<file path="config.mk">
export PLATFORM = sky130hd
export DESIGN_NAME = flash_cmd_decoder
export DESIGN_NICKNAME = d
export VERILOG_FILES = /design/src/rtl/flash_cmd_pkg.sv /design/src/rtl/flash_cycle_match.sv /design/src/rtl/flash_sector_sel.sv /design/src/rtl/flash_load_timer.sv /design/src/rtl/flash_seq_fsm.sv /design/src/rtl/flash_cmd_decoder.sv
export SDC_FILE = /design/constraint.sdc
export NUM_CORES = 1
export LEC_CHECK = 0
export BUFFER_PORTS_ARGS = -buffer_cell sky130_fd_sc_hd__buf_4
export CAP_MARGIN = 5
export CORE_MARGIN = 2
export CORE_UTILIZATION = 53
export CTS_CLUSTER_SIZE = 25
export DETAILED_ROUTE_END_ITERATION = 12
export GPL_TIMING_DRIVEN = 0
export MAX_ROUTING_LAYER = met4
export PLACE_DENSITY_LB_ADDON = 0.15
export SLEW_MARGIN = 20
export SYNTH_ARGS = -nofsm -noshare
export SYNTH_HDL_FRONTEND = slang
export SYNTH_HIERARCHICAL = 1
export SYNTH_SLANG_ARGS = --single-unit
</file>
<file path="constraint.sdc">
create_clock -name clk_i -period 3.6 [get_ports clk_i]
set_clock_uncertainty 0.1 [all_clocks]
set_input_delay 0.18 -clock clk_i [delete_from_list [all_inputs] [get_ports clk_i]]
set_output_delay 0.18 -clock clk_i [all_outputs]
set_load 0.01 [all_outputs]
</file>
<file path="src/rtl/flash_cmd_pkg.sv">
package flash_cmd_pkg;

  typedef enum logic [1:0] {
    MODE_READ = 2'd0,
    MODE_ID   = 2'd1,
    MODE_BUSY = 2'd2,
    MODE_SUSP = 2'd3
  } mode_e;

  typedef enum logic [2:0] {
    OP_NONE        = 3'd0,
    OP_PROG        = 3'd1,
    OP_CHIP_ERASE  = 3'd2,
    OP_SECT_ERASE  = 3'd3,
    OP_SUSPEND     = 3'd4,
    OP_RESUME      = 3'd5,
    OP_ABORT       = 3'd6,
    OP_PROT_UNLOCK = 3'd7
  } op_e;

  typedef enum logic [3:0] {
    ST_IDLE, ST_UNL1, ST_UNL2, ST_PGM_WAIT, ST_ERS1, ST_ERS2, ST_ERS3,
    ST_ID, ST_LOAD, ST_PGM_BUSY, ST_ERS_BUSY, ST_SUSP
  } seq_e;

  typedef struct packed {
    logic at_555;
    logic at_2aa;
    logic d_aa;
    logic d_55;
    logic d_a0;
    logic d_80;
    logic d_90;
    logic d_10;
    logic d_30;
    logic d_20;
    logic d_b0;
    logic d_f0;
  } cyc_t;

  localparam int unsigned MATCH_AW = 11;
  localparam logic [MATCH_AW-1:0] UNL_ADDR_A = 11'h555;
  localparam logic [MATCH_AW-1:0] UNL_ADDR_B = 11'h2AA;

endpackage

</file>
<file path="src/rtl/flash_cycle_match.sv">
module flash_cycle_match
  import flash_cmd_pkg::*;
(
  input  logic [MATCH_AW-1:0] addr_lo_i,
  input  logic [7:0]          data_lo_i,
  output cyc_t                cyc_o
);

  always_comb begin
    cyc_o.at_555 = (addr_lo_i == UNL_ADDR_A);
    cyc_o.at_2aa = (addr_lo_i == UNL_ADDR_B);
    cyc_o.d_aa   = (data_lo_i == 8'hAA);
    cyc_o.d_55   = (data_lo_i == 8'h55);
    cyc_o.d_a0   = (data_lo_i == 8'hA0);
    cyc_o.d_80   = (data_lo_i == 8'h80);
    cyc_o.d_90   = (data_lo_i == 8'h90);
    cyc_o.d_10   = (data_lo_i == 8'h10);
    cyc_o.d_30   = (data_lo_i == 8'h30);
    cyc_o.d_20   = (data_lo_i == 8'h20);
    cyc_o.d_b0   = (data_lo_i == 8'hB0);
    cyc_o.d_f0   = (data_lo_i == 8'hF0);
  end

endmodule

</file>
<file path="src/rtl/flash_sector_sel.sv">
module flash_sector_sel #(
  parameter int unsigned ADDR_W     = 18,
  parameter int unsigned SECT_SHIFT = 15,
  localparam int unsigned SECT_W    = ADDR_W - SECT_SHIFT,
  localparam int unsigned NUM_SECT  = 1 << SECT_W
) (
  input  logic [SECT_W-1:0]   sect_idx_i,
  output logic [NUM_SECT-1:0] onehot_o
);

  for (genvar g = 0; g < NUM_SECT; g++) begin : g_sect
    assign onehot_o[g] = (sect_idx_i == SECT_W'(g));
  end

endmodule

</file>
<file path="src/rtl/flash_load_timer.sv">
module flash_load_timer #(
  parameter int unsigned WINDOW_CYC = 1500,
  localparam int unsigned CNT_W     = $clog2(WINDOW_CYC + 1)
) (
  input  logic clk_i,
  input  logic rst_ni,
  input  logic run_i,
  input  logic restart_i,
  output logic expire_o
);

  localparam logic [CNT_W-1:0] LAST = CNT_W'(WINDOW_CYC - 1);

  logic [CNT_W-1:0] cnt_q;

  always_ff @(posedge clk_i or negedge rst_ni) begin
    if (!rst_ni)                 cnt_q <= '0;
    else if (!run_i || restart_i) cnt_q <= '0;
    else if (cnt_q != LAST)      cnt_q <= cnt_q + 1'b1;
  end

  assign expire_o = run_i && (cnt_q == LAST);

endmodule

</file>
<file path="src/rtl/flash_seq_fsm.sv">
module flash_seq_fsm
  import flash_cmd_pkg::*;
#(
  parameter int unsigned ADDR_W   = 18,
  parameter int unsigned DATA_W   = 16,
  parameter int unsigned NUM_SECT = 8
) (
  input  logic                clk_i,
  input  logic                rst_ni,
  input  logic                wr_en_i,
  input  logic [ADDR_W-1:0]   addr_i,
  input  logic [DATA_W-1:0]   data_i,
  input  cyc_t                cyc_i,
  input  logic [NUM_SECT-1:0] sect_hot_i,
  input  logic                expire_i,
  input  logic                op_done_i,
  input  logic                op_fail_i,
  output logic                load_run_o,
  output logic                load_restart_o,
  output mode_e               mode_o,
  output logic                window_open_o,
  output logic                op_valid_o,
  output op_e                 op_o,
  output logic [ADDR_W-1:0]   prog_addr_o,
  output logic [DATA_W-1:0]   prog_data_o,
  output logic [NUM_SECT-1:0] sect_mask_o
);

  seq_e                st_q, st_d;
  logic                susp_q, susp_d;
  logic                chip_q, chip_d;
  logic [NUM_SECT-1:0] mask_q, mask_d;
  logic [ADDR_W-1:0]   pa_q, pa_d;
  logic [DATA_W-1:0]   pd_q, pd_d;
  logic                opv_q, opv_d;
  op_e                 op_q, op_d;
  seq_e                home;

  assign home = susp_q ? ST_SUSP : ST_IDLE;

  always_comb begin
    st_d           = st_q;
    susp_d         = susp_q;
    chip_d         = chip_q;
    mask_d         = mask_q;
    pa_d           = pa_q;
    pd_d           = pd_q;
    opv_d          = 1'b0;
    op_d           = OP_NONE;
    load_restart_o = 1'b0;
    case (st_q)
      ST_IDLE: if (wr_en_i && cyc_i.at_555 && cyc_i.d_aa) st_d = ST_UNL1;
      ST_ID: if (wr_en_i) st_d = (cyc_i.at_555 && cyc_i.d_aa) ? ST_UNL1 : ST_IDLE;
      ST_UNL1: if (wr_en_i) st_d = (cyc_i.at_2aa && cyc_i.d_55) ? ST_UNL2 : home;
      ST_UNL2: if (wr_en_i) begin
        if (cyc_i.at_555 && cyc_i.d_a0)                 st_d = ST_PGM_WAIT;
        else if (!susp_q && cyc_i.at_555 && cyc_i.d_80) st_d = ST_ERS1;
        else if (!susp_q && cyc_i.at_555 && cyc_i.d_90) st_d = ST_ID;
        else                                            st_d = home;
      end
      ST_PGM_WAIT: if (wr_en_i) begin
        pa_d  = addr_i;
        pd_d  = data_i;
        opv_d = 1'b1;
        op_d  = OP_PROG;
        st_d  = ST_PGM_BUSY;
      end
      ST_ERS1: if (wr_en_i) st_d = (cyc_i.at_555 && cyc_i.d_aa) ? ST_ERS2 : home;
      ST_ERS2: if (wr_en_i) st_d = (cyc_i.at_2aa && cyc_i.d_55) ? ST_ERS3 : home;
      ST_ERS3: if (wr_en_i) begin
        if (cyc_i.at_555 && cyc_i.d_10) begin
          st_d   = ST_ERS_BUSY;
          chip_d = 1'b1;
          mask_d = '1;
          opv_d  = 1'b1;
          op_d   = OP_CHIP_ERASE;
        end else if (cyc_i.d_30) begin
          st_d   = ST_LOAD;
          chip_d = 1'b0;
          mask_d = sect_hot_i;
        end else if (cyc_i.at_555 && cyc_i.d_20) begin
          st_d  = ST_IDLE;
          opv_d = 1'b1;
          op_d  = OP_PROT_UNLOCK;
        end else begin
          st_d = home;
        end
      end
      ST_LOAD: begin
        // a write on the expiry edge takes priority over the expiry
        if (wr_en_i) begin
          if (cyc_i.d_30) begin
            mask_d         = mask_q | sect_hot_i;
            load_restart_o = 1'b1;
          end else if (cyc_i.d_b0) begin
            st_d   = ST_SUSP;
            susp_d = 1'b1;
            opv_d  = 1'b1;
            op_d   = OP_SUSPEND;
          end else begin
            st_d   = ST_IDLE;
            mask_d = '0;
          end
        end else if (expire_i) begin
          st_d  = ST_ERS_BUSY;
          opv_d = 1'b1;
          op_d  = OP_SECT_ERASE;
        end
      end
      ST_PGM_BUSY: begin
        if (op_done_i) begin
          st_d = home;
        end else if (wr_en_i && cyc_i.d_f0 && op_fail_i) begin
          st_d   = ST_IDLE;
          susp_d = 1'b0;
          mask_d = '0;
          opv_d  = 1'b1;
          op_d   = OP_ABORT;
        end
      end
      ST_ERS_BUSY: begin
        if (op_done_i) begin
          st_d   = ST_IDLE;
          chip_d = 1'b0;
          mask_d = '0;
        end else if (wr_en_i && cyc_i.d_f0 && op_fail_i) begin
          st_d   = ST_IDLE;
          chip_d = 1'b0;
          mask_d = '0;
          opv_d  = 1'b1;
          op_d   = OP_ABORT;
        end else if (wr_en_i && cyc_i.d_b0 && !chip_q) begin
          st_d   = ST_SUSP;
          susp_d = 1'b1;
          opv_d  = 1'b1;
          op_d   = OP_SUSPEND;
        end
      end
      ST_SUSP: if (wr_en_i) begin
        if (cyc_i.d_30) begin
          st_d   = ST_ERS_BUSY;
          susp_d = 1'b0;
          opv_d  = 1'b1;
          op_d   = OP_RESUME;
        end else if (cyc_i.at_555 && cyc_i.d_aa) begin
          st_d = ST_UNL1;
        end
      end
      default: st_d = ST_IDLE;
    endcase
  end

  always_ff @(posedge clk_i or negedge rst_ni) begin
    if (!rst_ni) begin
      st_q   <= ST_IDLE;
      susp_q <= 1'b0;
      chip_q <= 1'b0;
      mask_q <= '0;
      pa_q   <= '0;
      pd_q   <= '0;
      opv_q  <= 1'b0;
      op_q   <= OP_NONE;
    end else begin
      st_q   <= st_d;
      susp_q <= susp_d;
      chip_q <= chip_d;
      mask_q <= mask_d;
      pa_q   <= pa_d;
      pd_q   <= pd_d;
      opv_q  <= opv_d;
      op_q   <= op_d;
    end
  end

  always_comb begin
    case (st_q)
      ST_ID:                             mode_o = MODE_ID;
      ST_LOAD, ST_PGM_BUSY, ST_ERS_BUSY: mode_o = MODE_BUSY;
      ST_SUSP:                           mode_o = MODE_SUSP;
      default:                           mode_o = susp_q ? MODE_SUSP : MODE_READ;
    endcase
  end

  assign load_run_o    = (st_q == ST_LOAD);
  assign window_open_o = (st_q == ST_LOAD);
  assign op_valid_o    = opv_q;
  assign op_o          = op_q;
  assign prog_addr_o   = pa_q;
  assign prog_data_o   = pd_q;
  assign sect_mask_o   = mask_q;

endmodule

</file>
<file path="src/rtl/flash_cmd_decoder.sv">
module flash_cmd_decoder
  import flash_cmd_pkg::*;
#(
  parameter int unsigned ADDR_W     = 18,
  parameter int unsigned DATA_W     = 16,
  parameter int unsigned SECT_SHIFT = 15,
  parameter int unsigned WINDOW_CYC = 1500,
  parameter logic [DATA_W-1:0] MFR_CODE = 16'h00C2,
  parameter logic [DATA_W-1:0] DEV_CODE = 16'h2241,
  localparam int unsigned SECT_W    = ADDR_W - SECT_SHIFT,
  localparam int unsigned NUM_SECT  = 1 << SECT_W
) (
  input  logic                clk_i,
  input  logic                rst_ni,
  input  logic                wr_en_i,
  input  logic [ADDR_W-1:0]   addr_i,
  input  logic [DATA_W-1:0]   data_i,
  input  logic                op_done_i,
  input  logic                op_fail_i,
  output logic [1:0]          mode_o,
  output logic                window_open_o,
  output logic                op_valid_o,
  output logic [2:0]          op_o,
  output logic [ADDR_W-1:0]   prog_addr_o,
  output logic [DATA_W-1:0]   prog_data_o,
  output logic [NUM_SECT-1:0] sect_mask_o,
  output logic [DATA_W-1:0]   id_data_o
);

  cyc_t                cyc;
  logic [NUM_SECT-1:0] sect_hot;
  logic                load_run, load_restart, expire;
  mode_e               mode;
  op_e                 op;

  flash_cycle_match u_match (
    .addr_lo_i (addr_i[MATCH_AW-1:0]),
    .data_lo_i (data_i[7:0]),
    .cyc_o     (cyc)
  );

  flash_sector_sel #(
    .ADDR_W     (ADDR_W),
    .SECT_SHIFT (SECT_SHIFT)
  ) u_sect (
    .sect_idx_i (addr_i[ADDR_W-1:SECT_SHIFT]),
    .onehot_o   (sect_hot)
  );

  flash_load_timer #(
    .WINDOW_CYC (WINDOW_CYC)
  ) u_timer (
    .clk_i     (clk_i),
    .rst_ni    (rst_ni),
    .run_i     (load_run),
    .restart_i (load_restart),
    .expire_o  (expire)
  );

  flash_seq_fsm #(
    .ADDR_W   (ADDR_W),
    .DATA_W   (DATA_W),
    .NUM_SECT (NUM_SECT)
  ) u_fsm (
    .clk_i          (clk_i),
    .rst_ni         (rst_ni),
    .wr_en_i        (wr_en_i),
    .addr_i         (addr_i),
    .data_i         (data_i),
    .cyc_i          (cyc),
    .sect_hot_i     (sect_hot),
    .expire_i       (expire),
    .op_done_i      (op_done_i),
    .op_fail_i      (op_fail_i),
    .load_run_o     (load_run),
    .load_restart_o (load_restart),
    .mode_o         (mode),
    .window_open_o  (window_open_o),
    .op_valid_o     (op_valid_o),
    .op_o           (op),
    .prog_addr_o    (prog_addr_o),
    .prog_data_o    (prog_data_o),
    .sect_mask_o    (sect_mask_o)
  );

  assign mode_o    = mode;
  assign op_o      = op;
  assign id_data_o = (mode == MODE_ID) ? (addr_i[0] ? DEV_CODE : MFR_CODE) : '0;

endmodule

</file>
==> impl_metrics.csv <==
group,metric,value,unit
pwr,power_density,673,mW/mm^2
floorplanning,start_util,54.9,%
critical_path,reg2reg_slack,0.31,ns
detailed_routing,wl,10500,um
yosys,syn_area,0.00373,sq mm
global_routing,antenna_found_initial,0,
global_routing,overflow,0,
placed_design,io_buffers,92,
yosys,async_flop_share,100,%
detailed_routing,vias,3608,
sta,slew_viol_final,0,
yosys,seq_area_frac_synth,42.3,%
sta,tightest_slew,0.912,ns
yosys,yosys.area_share.simple,22.7,%
placed_design,hpwlAfterDp,7080,um
critical_path,path_max_fanout,10,
cts,cts_root_buffer,"clkbuf_8",
cts,cts_sinks,63,
global_routing,grt_pass1_vias,3543,
pwr,vdd_drop_max,0.423,mV
yosys,yosys.area.top_type,"dfrtp_1",
floorplanning,die-height,87.9,um
detailed_routing,postRouteAntennaNets,0,
floorplanning,dieWidth,87.9,um
cts,clockBufferDepth,2,
layout,layout-drive-gt1-share,34.7,%
yosys,synthTopCellsByArea,"dfrtp_1, mux2_2, a21oi_1, buf_4, nand2_1",
floorplanning,dieArea,0.00772,sq mm
sta,period_share,97.1,%
yosys,synth_fa_ha_area_share,0.671,%
critical_path,critPathKind,"primary input to flop",
min_path,hold_path_class,"primary input to flop",
yosys,synth_common_cells,"dfrtp_1, mux2_2, nand2_1",
job,maxCapViolCount,0,
critical_path,reg2reg_to,"u_fsm/st_q[1]",
cts,path_clk_slew,0.07,ns
layout,nFillCells,475,
pwr,leakagePower,0.00229,uW
detailed_routing,first_pass_iters,7,
critical_path,cp.arrival,3.63,ns
layout,fin_util,74.7,%
layout,stdcell_count,620,
critical_path,worstSetupStartpoint,"data_i[0]",
yosys,synth_cell_type_count,68,
layout,finalNetCount,560,
cts,htree_num_levels,3,
critical_path,critPathCaptureType,"flop",
critical_path,r2r_start,"u_fsm/st_q[1]",
placed_design,dp.cells,574,
global_routing,grt_max_degree,64,
placed_design,dpl_worst_slack,-0.158,ns
status,status,"finished, final reports clean",
critical_path,start_kind,"primary input",
detailed_routing,routedWlPerCell,17.0,um
floorplanning,core_area,0.00679,sq mm
sta,grt_setup_unrepaired,"no",
layout,num_antenna_cells,0,
yosys,synth_top_area_share,42.3,%
sta,fmax,286,MHz
global_routing,grt_pass1_wl,17000,um
sta,setup_ws,0.106,ns
placed_design,gp_congestion,0.989,
yosys,synth-compound-area-share,17.2,%
layout,area_growth,36.2,%
cts,cts_tree,"done",
cts,worstSkewPairLatency,0.35,ns
yosys,synth_xor_area_share,0.470,%
yosys,yosysWarningCount,6,
yosys,synth_edf_count,0,
detailed_routing,drc,0,
sta,maxSlewHeadroom,38.6,%
detailed_routing,drt_iter0_drc,333,
sta,setup_violations,0,
critical_path,critPathRequiredTime,3.73,ns
floorplanning,rows,30,
yosys,synth_top_family_by_area,"simple AND/OR/NAND/NOR gates",
detailed_routing,viasPerCell,5.82,
yosys,netlist_instances,377,
floorplanning,pin_count,104,
yosys,yosys_register_bits,63,
yosys,synth-main-ff-cell,"dfrtp_1",
sta,finalHoldViolCount,0,
yosys,synth_area_per_cell,9.89,sq um
global_routing,gr-usage-all-layers,29.4,%
critical_path,cp-endpoint,"u_fsm/st_q[2]",
yosys,synth.area.mux_share,10.6,%
yosys,yosysMostFrequentCell,"dfrtp_1",
sta,whs,0.0000567,ns
sta,fin_crit,3.49,ns
critical_path,reg2reg_depth,10,
cts,cts_inserted_buffers,9,
[layer usage]
layer	vias up	global-route usage [%]	wire length, um
li1	1674	-	-
met1	1720	37.1	4260
met2	186	45.9	5070
met3	28	6.97	944
met4	0	11.0	271
met5	-	-	0
[how the worst min path moves through the flow]
stage	startpoint	to	slack (ns)	cells past startpoint
3_3_place_gp	rst_ni	u_timer/cnt_q[7]	0.22	1
3_5_place_dp	rst_ni	u_timer/cnt_q[7]	0.23	1
5_1_grt	addr_i[10]	u_fsm/prog_addr_o[10]	0.001	2
6_report	addr_i[10]	u_fsm/prog_addr_o[10]	0.00006	2
2_1_floorplan	rst_ni	u_fsm/chip_q	-0.22	0
4_1_cts	addr_i[10]	u_fsm/prog_addr_o[10]	0.003	2
[what timing repair did]
item                       4_1_cts  5_1_grt
hold endpoints to repair        90        0
buffers inserted                 2        0
pin swaps                        1        0
gates resized for setup          0        5
setup endpoints to repair        3       11
hold buffers                    28        0
[layout make-up]
type                    instances  area [sq um]  share of cell area, %
multi-input cells             281          1990                   39.2
flip-flops and latches         63          1580                   31.0
repair buffers                122           986                   19.4
plain buffers                  34           193                   3.79
clock buffers                  10           138                   2.71
well taps                      96           120                   2.37
clock inverters                 6          42.5                  0.838
inverters                       8          30.0                  0.591
[cells by family after synthesis]
group | count (synthesis)
simple gates | 139
compound gates | 93
flops | 63
buf+inv | 42
mux | 35
fa+ha+maj | 2
xor+xnor | 2
other cells | 1
[critical path: stages]
cell and delay, ns:
dlygate4sd3_1 0.54, buf_4 0.15, or4_4 0.53, buf_6 0.15
nor4_2 0.45, clkbuf_1 0.40, inv_1 0.18, o41ai_1 0.40
a222oi_1 0.12, buf_4 0.18, buf_4 0.13, a32o_1 0.23
[stage by stage]
step | cell area [sq um] | total power [uW] | setup TNS [ns]
after floorplan | 3760 | 2080 | 0
final | 5080 | 3420 | 0
after global placement | 4570 | 2720 | -0.622
after global routing | 5080 | 3630 | 0
after detailed placement | 4570 | 2760 | -0.400
after CTS | 5050 | 3390 | 0
[state kept, by name, summed over array words and instances (netlist names)]
| register | flops |
|---|---|
| u_fsm/prog_addr_o | 18 |
| u_fsm/prog_data_o | 16 |
| u_timer/cnt_q | 11 |
| u_fsm/sect_mask_o | 8 |
| u_fsm/st_q | 4 |
| u_fsm/op_o | 3 |
| u_fsm/chip_q | 1 |
| u_fsm/op_valid_o | 1 |
| u_fsm/susp_q | 1 |
[power by group]
| group | switching [uW] | leakage [uW] | internal [uW] | total, uW |
|---|---|---|---|---|
| logic | 858 | 0.00140 | 854 | 1710 |
| clock network | 304 | 0.0000891 | 271 | 575 |
| registers | 161 | 0.000796 | 971 | 1130 |
[layout by cell type, fill, tap and decap left out, types with 6 or more instances in the layout]
master and instances:
buf_4 108, dfrtp_1 63, mux2_2 35, dlygate4sd3_1 28, nand2_1 28, a21oi_1 26, clkbuf_1 13, nand2b_1 13
nand3_1 13, o21ai_0 11, conb_1 10, clkbuf_8 10, nor3_1 10, nor2_1 9, o22a_1 9, and3_1 8
inv_1 8, o21a_1 8, nor4_1 7, nor2b_1 6
Note: power is estimated with default switching activity, not from simulation.
